$ cat src/rtl/fuse_pkg.sv
package fuse_pkg;
  localparam int KIND_W = 3;
  localparam int REG_W  = 5;
  localparam int IMM_W  = 16;
  localparam int CC_W   = 4;

  typedef enum logic [KIND_W-1:0] {
    K_ALU   = 3'd0,
    K_CMP   = 3'd1,
    K_BRC   = 3'd2,
    K_LEA   = 3'd3,
    K_LOAD  = 3'd4,
    K_OTHER = 3'd5,
    K_CMPBR = 3'd6,
    K_LDX   = 3'd7
  } kind_e;

  typedef struct packed {
    logic             v;
    kind_e            kind;
    logic [REG_W-1:0] dst;
    logic [REG_W-1:0] src1;
    logic [REG_W-1:0] src2;
    logic [IMM_W-1:0] imm;
    logic [CC_W-1:0]  cc;
  } ins_t;
endpackage

$ cat src/rtl/fuse_pair.sv
module fuse_pair
  import fuse_pkg::*;
(
  input  ins_t a,
  input  ins_t b,
  output logic fuse,
  output ins_t fused
);
  logic both_v;
  logic is_cmpbr;
  logic is_ldx;

  assign both_v   = a.v && b.v;
  assign is_cmpbr = both_v && (a.kind == K_CMP) && (b.kind == K_BRC);
  assign is_ldx   = both_v && (a.kind == K_LEA) && (b.kind == K_LOAD) && (b.src1 == a.dst);
  assign fuse     = is_cmpbr || is_ldx;

  always_comb begin
    fused = a;
    if (is_cmpbr) begin
      fused.kind = K_CMPBR;
      fused.imm  = b.imm;
      fused.cc   = b.cc;
    end else if (is_ldx) begin
      fused.kind = K_LDX;
      fused.dst  = b.dst;
      fused.src2 = b.src2;
      fused.imm  = a.imm + b.imm;
      fused.cc   = b.cc;
    end
  end
endmodule

$ cat src/rtl/fuse_pack.sv
module fuse_pack
  import fuse_pkg::*;
#(
  parameter int N = 3,
  localparam int CNT_W = $clog2(N + 1)
) (
  input  ins_t             cand [N],
  output ins_t             lane [N],
  output logic [CNT_W-1:0] cnt
);
  always_comb begin
    logic [CNT_W-1:0] idx;
    idx = '0;
    for (int k = 0; k < N; k++) lane[k] = '0;
    for (int k = 0; k < N; k++) begin
      if (cand[k].v) begin
        lane[idx] = cand[k];
        idx = idx + CNT_W'(1);
      end
    end
    cnt = idx;
  end
endmodule

$ cat src/rtl/fuse_detect.sv
module fuse_detect
  import fuse_pkg::*;
#(
  parameter int NIN = 2,
  localparam int NSEQ  = NIN + 1,
  localparam int NOUT  = NIN + 1,
  localparam int CNT_W = $clog2(NOUT + 1)
) (
  input  logic                        clk,
  input  logic                        rst,
  input  logic                        flush,
  input  logic [NIN-1:0]              in_valid,
  input  logic [NIN-1:0][KIND_W-1:0]  in_kind,
  input  logic [NIN-1:0][REG_W-1:0]   in_dst,
  input  logic [NIN-1:0][REG_W-1:0]   in_src1,
  input  logic [NIN-1:0][REG_W-1:0]   in_src2,
  input  logic [NIN-1:0][IMM_W-1:0]   in_imm,
  input  logic [NIN-1:0][CC_W-1:0]    in_cc,
  output logic [NOUT-1:0]             out_valid,
  output logic [NOUT-1:0][KIND_W-1:0] out_kind,
  output logic [NOUT-1:0][REG_W-1:0]  out_dst,
  output logic [NOUT-1:0][REG_W-1:0]  out_src1,
  output logic [NOUT-1:0][REG_W-1:0]  out_src2,
  output logic [NOUT-1:0][IMM_W-1:0]  out_imm,
  output logic [NOUT-1:0][CC_W-1:0]   out_cc,
  output logic [CNT_W-1:0]            out_cnt
);
  ins_t             hold_q, hold_d;
  logic             hold_v;
  ins_t             seq    [NSEQ];
  ins_t             pair_u [NIN];
  logic [NIN-1:0]   pair_f;
  logic [NIN-1:0]   take;
  ins_t             cand   [NSEQ];
  ins_t             lane   [NOUT];
  ins_t             lane_q [NOUT];
  logic [CNT_W-1:0] cnt_d, cnt_q;

  assign hold_v = hold_q.v;
  assign seq[0] = hold_q;

  // slot 0 of the window is the parked instruction, the rest are the inputs
  for (genvar i = 0; i < NIN; i++) begin : g_seq
    assign seq[i+1] = '{v: in_valid[i], kind: kind_e'(in_kind[i]), dst: in_dst[i],
                        src1: in_src1[i], src2: in_src2[i], imm: in_imm[i], cc: in_cc[i]};
  end

  for (genvar k = 0; k < NIN; k++) begin : g_pair
    fuse_pair u_pair (.a(seq[k]), .b(seq[k+1]), .fuse(pair_f[k]), .fused(pair_u[k]));
  end

  // earlier pair wins; a consumed tail cannot start another pair
  always_comb begin
    take[0] = pair_f[0];
    for (int k = 1; k < NIN; k++) take[k] = pair_f[k] && !take[k-1];
  end

  always_comb begin
    hold_d = '0;
    for (int j = 0; j < NSEQ; j++) cand[j] = seq[j];
    for (int j = 0; j < NIN; j++) begin
      if (take[j]) begin
        cand[j]   = pair_u[j];
        cand[j+1] = '0;
      end
    end
    if (!take[NIN-1] && seq[NSEQ-1].v &&
        (seq[NSEQ-1].kind == K_CMP || seq[NSEQ-1].kind == K_LEA)) begin
      hold_d         = seq[NSEQ-1];
      cand[NSEQ-1]   = '0;
    end
  end

  fuse_pack #(.N(NOUT)) u_pack (.cand(cand), .lane(lane), .cnt(cnt_d));

  always_ff @(posedge clk) begin
    if (rst || flush) begin
      hold_q <= '0;
      cnt_q  <= '0;
      for (int l = 0; l < NOUT; l++) lane_q[l] <= '0;
    end else begin
      hold_q <= hold_d;
      cnt_q  <= cnt_d;
      for (int l = 0; l < NOUT; l++) lane_q[l] <= lane[l];
    end
  end

  for (genvar l = 0; l < NOUT; l++) begin : g_out
    assign out_valid[l] = lane_q[l].v;
    assign out_kind[l]  = lane_q[l].kind;
    assign out_dst[l]   = lane_q[l].dst;
    assign out_src1[l]  = lane_q[l].src1;
    assign out_src2[l]  = lane_q[l].src2;
    assign out_imm[l]   = lane_q[l].imm;
    assign out_cc[l]    = lane_q[l].cc;
  end
  assign out_cnt = cnt_q;
endmodule

$ cat config.mk
export PLATFORM = sky130hd
export DESIGN_NAME = fuse_detect
export DESIGN_NICKNAME = d
export VERILOG_FILES = /design/src/rtl/fuse_pkg.sv /design/src/rtl/fuse_pair.sv /design/src/rtl/fuse_pack.sv /design/src/rtl/fuse_detect.sv
export SDC_FILE = /design/constraint.sdc
export NUM_CORES = 1
export LEC_CHECK = 0
export ABC_AREA = 1
export BUFFER_PORTS_ARGS = -buffer_cell sky130_fd_sc_hd__buf_2
export CAP_MARGIN = 30
export CORE_MARGIN = 3
export CORE_UTILIZATION = 52
export CTS_BUF_LIST = sky130_fd_sc_hd__clkbuf_8 sky130_fd_sc_hd__clkbuf_16
export CTS_CLUSTER_DIAMETER = 100
export DETAILED_ROUTE_END_ITERATION = 6
export PLACE_DENSITY = 0.78
export SLEW_MARGIN = 40
export SYNTH_ARGS = -nofsm -noshare
export SYNTH_HDL_FRONTEND = slang
export SYNTH_HIERARCHICAL = 1
export SYNTH_SLANG_ARGS = --single-unit
$ cat constraint.sdc
create_clock -name clk -period 2.9 [get_ports clk]
set_input_delay 0.29 -clock clk [delete_from_list [all_inputs] [get_ports clk]]
set_output_delay 0.29 -clock clk [all_outputs]
set_load 0.03 [all_outputs]
==> reports/results.tsv, run 1 <==
metric	value	unit
root_buffer	clkbuf_16	
max_freq	381	MHz
grt_first_pass_wirelength	60.4	mm
cts_sinks	158	
ant_nets	0	
yosysUniqueCellTypes	32	
synth_nets	2178	
via_per_inst	5.12	
vias	12800	
slowest_delay	340	ps
finalCritPeriodShare	90.6	%
p_per_area	418	nW/um2
cts_buffers	17	
core	21200	um2
netlist_top_cells_area	dfxtp_1 28%, nor2_1 20%, nand2_1 19%	
h-tree-depth	4	
nNetsFinal	2330	
hold_viol_final	0	
period_needed	2630	ps
layout_common_cells	593 x nor2_1, 574 x nand2_1, 309 x inv_1	
worstPathCellList	inv_1 > nand2_1 > nand2_1 > inv_1 > nand4_1 > nor2_4 > nor2_2 > inv_1 > inv_2 > buf_6 > o21ai_0 > nor2_1 > nand2_1 > nor2_1 > nand2_1 > o21ai_1 > inv_1 > nor2_1	
setup_viol_count_final	0	
io_buffers	199	
r2r_cells	18	
dieWidth	154	um
power.leakage	7.54	nW
gr-total-overflow	0	
clk_pin_slew	70	ps
maxCapViolCount	0	
rows	53	
fin_util	62.0	%
syn_inst	2060	
initial_core_util	53.5	%
diodes	0	
antenna_found_initial	0	
path_buf_inv	6	
area.growth.synth_to_final	15.8	%
worstMarginPinSlew	775	ps
ys_warn_count	6	
rsz0062_at_grt	yes	
dr.first_iter.drc_count	1164	
hold_buffers	0	
min_from	in_src2[8]	
r2r-end	lane_q[0][57]	
io_pins	200	
place_congestion	0.980	
required	3270	ps
whs	98.8	ps
dr.pass1.iters	6	
crit_family	simple AND/OR/NAND/NOR gates	
drt_wl_total	38.2	mm
drc	0	
hold_depth	3	
critPathSlowestCell	buf_6	
finalClockSkew	14.8	ps
power.total	5.50	mW
place_inst	2466	
ys_seq_area_share	27.8	%
worstReg2RegStart	hold_q[33]	
layout_commonest_cell	nor2_1	
netlist.area_leader.share	27.8	%
grt_pass1_vias	12100	
wl_per_cell	15.3	um
peakVddDrop	381	uV
grt.total_usage	31.6	%
hpwl	27.8	mm
cp-end-kind	register	
yosys.area.top_type	dfxtp_1	
crit_fanout	46	
synth-seq-cells	158	
syn_avg_cell_area	5.52	um2
criticalPathCategory	register to register	
worst_setup_path_start_kind	register	
netlist_area	11400	um2
arrival	3000	ps
cts.path.max_buffers	2	
worstSkewPairLatency	440	ps
drv_slew	0	
outcome	finished clean	
fin_cells	2500	
min_to	hold_q[23]	
grt_max_degree	74	
drive_above_1_share	14.2	%
cts_tree	yes	
ff2ff_setup_slack	270	ps
die_area	23700	um2
fp.dieH	154	um
slew_headroom	48.3	%
hp-class	input port to register	
synth_stat cells (all sizes together):
| cell | n |
|---|---|
| a21oi | 33 |
| conb | 1 |
| inv | 322 |
| dfxtp | 158 |
| fa | 3 |
| nand3b | 4 |
| o21ai | 79 |
| clkbuf | 29 |
| nand4 | 7 |
| ha | 34 |
| nand2 | 582 |
| nor4 | 2 |
| buf | 78 |
| xnor2 | 8 |
| nor3 | 10 |
| nor2 | 601 |
| nand3 | 91 |
| xor2 | 14 |
| clkinv | 4 |
how the worst max path moves through the flow:
stage	from	to	slack, ps	depth (start not counted)
floorplan	in_kind[2]	lane_q[0][45]	10	21
global placement	in_kind[2]	lane_q[0][57]	110	20
detailed placement	in_src1[5]	lane_q[0][57]	100	18
CTS	hold_q[33]	lane_q[0][57]	230	18
global route	hold_q[31]	lane_q[0][8]	-20	17
finish	hold_q[33]	lane_q[0][57]	270	18
where the power goes:
| part | switching, mW | internal, mW | total, mW |
|---|---|---|---|
| registers | 0.0165 | 2.21 | 2.22 |
| logic | 0.670 | 0.314 | 0.983 |
| clock network | 1.07 | 1.23 | 2.29 |
| total | 1.75 | 3.75 | 5.50 |
metal layers:
layer	track usage, %	vias to the layer above	wire length, um
li1	-	6365	-
met1	36.7	5666	14600
met2	54.4	624	17900
met3	4.93	140	3150
met4	20.0	0	2540
met5	0	-	0
repair_timing:
action	in CTS	in global routing
endpoints found under the setup margin	0	23
resized for setup	0	2
setup buffers	0	1
worst min-delay path, stage by stage:
cell and delay (ps):
buf_2 120, inv_1 50, nor2_1 30
through the flow:
step	setup slack, ps	setup TNS [ps]	cell area, um2
2_1_floorplan	9.97	0	11400
3_3_place_gp	115	0	12500
3_5_place_dp	97.3	0	12500
4_1_cts	235	0	13100
5_1_grt	-16.6	-30.5	13200
6_report	273	0	13200
cells by family after synthesis:
| logic type | count (synthesis) | synth area share (%) |
|---|---|---|
| buf+inv | 433 | 15.9 |
| flops | 158 | 27.8 |
| fa+ha+maj | 37 | 4.27 |
| other cells | 1 | 0.0330 |
| xor+xnor | 22 | 1.70 |
| simple gates | 1297 | 45.2 |
| compound gates | 112 | 5.07 |
flip-flops by register name, indices dropped and copies added (netlist names):
register / count
hold_v: 1
lane_q: 117
out_cnt: 2
hold_q: 38
cell type report:
| class | instances | area [um2] |
|---|---|---|
| well taps | 275 | 344 |
| fillers | 2138 | 8060 |
| inverters | 326 | 1230 |
| repair buffers | 240 | 1430 |
| multi-input cells | 1469 | 6410 |
| flip-flops and latches | 158 | 3160 |
| clock inverters | 15 | 165 |
| clock buffers | 17 | 425 |
(Power assumes the default switching activity.)
==> run 2, diff against run 1 <==
CORE_UTILIZATION = 58   (was 52)
PLACE_DENSITY = 0.82   (was 0.78)
clock period = 3.38 ns   (was 2.9 ns; I/O delays follow)
==> run 2 against run 1 <==
  * The run now ends with design-rule violations left
  * Die area is 10% lower
  * Combinational power fell by 17%
  * Clock power decreased by 10%
  * Routed wire length decreased by 4.4%
  * Largest power group unchanged
==> reports/results.tsv, run 2 (synthesis results as in run 1) <==
metric	value	unit	change
drc	1		+1
criticalPathCategory	register to register		
fin_cells	2477		-0.92%
p_per_area	368	nW/um2	-12%
worst_setup_path_start_kind	register		
clk_pin_slew	70	ps	about the same
place_area	12400	um2	-1.3%
required	3740	ps	+470 ps
dr.pass1.iters	7		+1
maxCapViolCount	0		unchanged
antenna_found_initial	3		+3
grt_first_pass_wirelength	58.3	mm	-3.5%
grt_pass1_vias	11800		-2.4%
worstSkewPairLatency	430	ps	about the same
dieWidth	146	um	-5.1%
largest-register	lane_q		
rsz0062_at_grt	no		
worstMarginPinSlew	757	ps	-17.6 ps
core	19000	um2	-11%
dr.first_iter.drc_count	1154		-0.86%
hpwl	26.1	mm	-6.4%
io_pins	200		unchanged
initial_core_util	59.9	%	+6.4 points
place_congestion	0.976		-0.44%
period_needed	2970	ps	+340 ps
drv_slew	0		unchanged
slew_headroom	49.4	%	+1.2 points
hp-class	input port to register		
failed_checks	design-rule violations		
setup_tns	0	ps	unchanged
setup_viol_count_final	0		unchanged
io_buffers	199		unchanged
ant_nets	0		unchanged
layout_commonest_cell	nor2_1		
power.leakage	7.47	nW	-1.0%
grt.total_usage	33.3	%	+1.7 points
cts_tree	yes		
drive_above_1_share	13.5	%	-0.74 points
ff2ff_setup_slack	410	ps	+140 ps
wl_per_cell	14.7	um	-3.5%
fin_util	68.6	%	+6.5 points
hold_viol_final	0		unchanged
root_buffer	clkbuf_16		
layout_common_cells	596 x nor2_1, 574 x nand2_1, 310 x inv_1		
max_freq	337	MHz	-11%
hold_depth	3		unchanged
place_ws	401	ps	+304 ps
r2r_cells	17		-1
h-tree-depth	4		unchanged
finalClockSkew	11.7	ps	-3.13 ps
largest_reg_flops	117		unchanged
die_area	21300	um2	-10%
area.growth.synth_to_final	14.4	%	
cp-end-kind	register		
crit_fanout	28		-39%
grt_max_degree	75		+1.4%
cts_resized	0		unchanged
final.setup.worst_slack	412	ps	+140 ps
finalCritPeriodShare	87.8	%	-2.8 points
nNetsFinal	2318		-0.52%
cts_sinks	158		unchanged
outcome	complete, but fails checks		
rows	50		-5.7%
fp.dieH	146	um	-5.1%
via_per_inst	5.11		-0.17%
hold_buffers	0		unchanged
vias	12700		-1.1%
gr-total-overflow	0		unchanged
design_area	13000	um2	-1.2%
drt_wl_total	36.5	mm	-4.4%
peakVddDrop	338	uV	-11%
cts_buffers	17		unchanged
arrival	3330	ps	+330 ps
cts.path.max_buffers	2		unchanged
place_inst	2441		-1.0%
cts_setup_buffers	0		unchanged
run 2: power by group:
group	internal, mW	switching (mW)
logic	0.254	0.560
registers	1.89	0.0117
clock network	1.17	0.887
total	3.32	1.46
run 2: layer usage:
| layer | vias to the layer above | routed length (um) | GRT usage [%] |
|---|---|---|---|
| met1 | 5612 | 14200 | 39.4 |
| met5 | - | 0 | 0 |
| met4 | 0 | 1410 | 14.3 |
| li1 | 6351 | - | - |
| met3 | 90 | 2710 | 4.27 |
| met2 | 603 | 18200 | 60.5 |
run 2: final timing paths:
check | startpoint | to
worst min register to register | hold_q[21] | lane_q[0][21]
worst min-delay path | in_src2[7] | hold_q[22]
worst max-delay path | hold_q[31] | lane_q[0][95]
worst max register to register | hold_q[31] | lane_q[0][95]
run 2: cell type report:
type | count | area (um2)
clock inverter | 12 | 148
sequential | 158 | 3160
tap | 260 | 325
multi-input combinational | 1469 | 6410
inverter | 326 | 1220
clock buffer | 20 | 467
timing repair buffer | 228 | 1250
antenna | 4 | 10.0
fill | 1776 | 5960
run 2: critical path: stages, from the launching register on:
cell     delay [ps]
dfxtp_1         410
inv_2            60
nand2_1          80
nand2_2          80
inv_1            50
nand4_1         120
nor2_4          130
nor2_1           70
inv_1           100
inv_2           150
nand2_2         140
nand2_1          60
nor2_1          390
nand2_1         430
buf_12          300
nor2_1          120
inv_1            60
nor2_1          120
run 2: per-stage QoR:
step	power, mW	hold slack (ps)
floorplan	2.50	450
global placement	2.74	583
detailed placement	2.74	585
CTS	4.77	125
global route	4.95	147
finish	4.78	141
==> run 3, diff against run 2 <==
clock period = 3.5 ns   (was 3.38 ns; I/O delays follow)
==> run 3 against run 2 <==
  * The flow now finishes without violations
  * Maximum frequency is 3.1% higher
  * Die area unchanged
  * Critical path depth is the same
  * First-iteration DRC count shrank 19%
  * Count of clock-buffer cells in the layout fell by 3
  * Sequential power fell by 4%
  * Clock power shrank 4%
  * Global-route usage down 0.22 points
  * Combinational power decreased by 3.8%
  * Setup slack improved by 210 ps
  * Routed wire length shrank 1.6%
  * Largest power group unchanged
==> reports/results.tsv, run 3 (synthesis results as in run 1) <==
metric	value	unit	change
outcome	finished clean		
dr.pass1.iters	6		-1
maxCapViolCount	0		unchanged
design_area	13000	um2	about the same
largest-register	lane_q		
criticalPathCategory	register to register		
drt_wl_total	35.9	mm	-1.6%
dieWidth	146	um	unchanged
cp-end-kind	register		
root_buffer	clkbuf_16		
ant_nets	0		unchanged
via_per_inst	5.09		-0.31%
hold_viol_final	0		unchanged
finalClockSkew	12.2	ps	+0.457 ps
place_congestion	0.972		-0.43%
critPathSlowestCell	buf_4		
crit_fanout	55		+96%
crit_family	simple AND/OR/NAND/NOR gates		
grt_util_met3	4.98	%	+0.72 points
fp.dieH	146	um	unchanged
grt.total_usage	33.1	%	-0.22 points
drive_above_1_share	13.6	%	+0.045 points
grt_first_pass_wirelength	58.3	mm	about the same
fin_util	68.6	%	about the same
nNetsFinal	2318		unchanged
nFillCells	1806		+1.7%
clk_pin_slew	70	ps	about the same
core	19000	um2	unchanged
setup_viol_count_final	0		unchanged
crit_top_cell	nor2_1		
drc	0		-1
slew_headroom	50.3	%	+0.82 points
arrival	3190	ps	-140 ps
io_pins	200		unchanged
cts.path.max_buffers	2		unchanged
rows	50		unchanged
grt_pass1_vias	12100		+2.5%
wl_per_cell	14.5	um	-1.5%
place_ws	524	ps	+122 ps
p_per_area	353	nW/um2	-3.9%
grt_busiest_layer	met2		
required	3810	ps	+70 ps
io_buffers	199		unchanged
worstSkewPairLatency	440	ps	about the same
largest_reg_flops	117		unchanged
dr.first_iter.drc_count	929		-19%
drv_slew	0		unchanged
vias	12600		-0.43%
setup_tns	0	ps	unchanged
slowest_delay	460	ps	+30 ps
hold_buffers	0		unchanged
worstPathCellList	xnor2_1 > nand4_1 > nor2_4 > nor2_1 > inv_1 > buf_4 > nand2_1 > nand2_2 > inv_2 > ha_1 > nand2_2 > buf_4 > nand2_1 > nor2_1 > nor2_1 > inv_1 > nor2_1		
gr-total-overflow	0		unchanged
max_freq	347	MHz	+3.1%
grt_use_met1	38.5	%	-0.99 points
layout_common_cells	596 x nor2_1, 574 x nand2_1, 309 x inv_1		
antenna_found_initial	1		-2
cts_setup_buffers	0		unchanged
layout_commonest_cell	nor2_1		
peakVddDrop	332	uV	-1.7%
die_area	21300	um2	unchanged
finalCritPeriodShare	82.3	%	-5.5 points
final.setup.worst_slack	621	ps	+209 ps
initial_core_util	59.9	%	unchanged
cts_tree	yes		
cts_sinks	158		unchanged
worst_setup_path_start_kind	register		
h-tree-depth	4		unchanged
rsz0062_at_grt	no		
cts_resized	0		unchanged
area.growth.synth_to_final	14.4	%	about the same
grt_max_degree	75		unchanged
period_needed	2880	ps	-88.7 ps
path_buf_inv	5		-1
place_area	12400	um2	unchanged
power.leakage	7.46	nW	about the same
cts_buffers	17		unchanged
hpwl	25.9	mm	-0.63%
grt.met2_usage	60.4	%	-0.070 points
worstMarginPinSlew	745	ps	-12.3 ps
hp-class	input port to register		
-- run 3: cell types whose count changed in the layout (fill, tap and decap cells not counted), sizes merged --
cell	change
clkbuf	-3
clkinvlp	+1
diode	-3
inv	+2
-- run 3: per-stage QoR --
step	hold slack (ps)	std cells	power (mW)
after floorplan	462	2060	2.41
after global placement	601	2441	2.64
after detailed placement	603	2441	2.65
after CTS	145	2473	4.60
after global routing	149	2474	4.78
final	159	2474	4.59
-- run 3: where the power goes --
part | total (mW) | switching (mW) | leakage [nW] | internal [mW]
Sequential | 1.84 | 0.0115 | 1.28 | 1.83
Combinational | 0.783 | 0.538 | 5.88 | 0.245
Clock | 1.97 | 0.876 | 0.302 | 1.09
-- run 3: final timing paths --
| path | startpoint | end | slack (ps) | cells past startpoint |
|---|---|---|---|---|
| setup / recovery | hold_q[32] | lane_q[0][9] | 620 | 17 |
| hold / removal | in_src2[6] | hold_q[21] | 160 | 3 |
| hold reg to reg | hold_q[23] | lane_q[0][23] | 760 | 8 |
| setup reg to reg | hold_q[32] | lane_q[0][9] | 620 | 17 |
-- run 3: routing by layer --
| metal | vias to the layer above | wire length, um |
|---|---|---|
| li1 | 6342 | - |
| met1 | 5672 | 14300 |
| met2 | 497 | 17900 |
| met3 | 90 | 2380 |
| met4 | 0 | 1380 |
| met5 | - | 0 |
-- run 3: final cells by class --
| cell class | instances | area, um2 | share of cell area (%) |
|---|---|---|---|
| clock buffer | 17 | 425 | 3.27 |
| antenna | 1 | 2.50 | 0.0193 |
| inverter | 326 | 1220 | 9.43 |
| multi-input combinational | 1469 | 6410 | 49.3 |
| clock inverter | 15 | 194 | 1.49 |
| timing repair buffer | 228 | 1250 | 9.63 |
| sequential | 158 | 3160 | 24.3 |
| tap | 260 | 325 | 2.50 |
-- run 3: tightest hold or removal path, stage by stage --
cell,delay [ps]
buf_2,120
inv_1,50
nor2_1,40
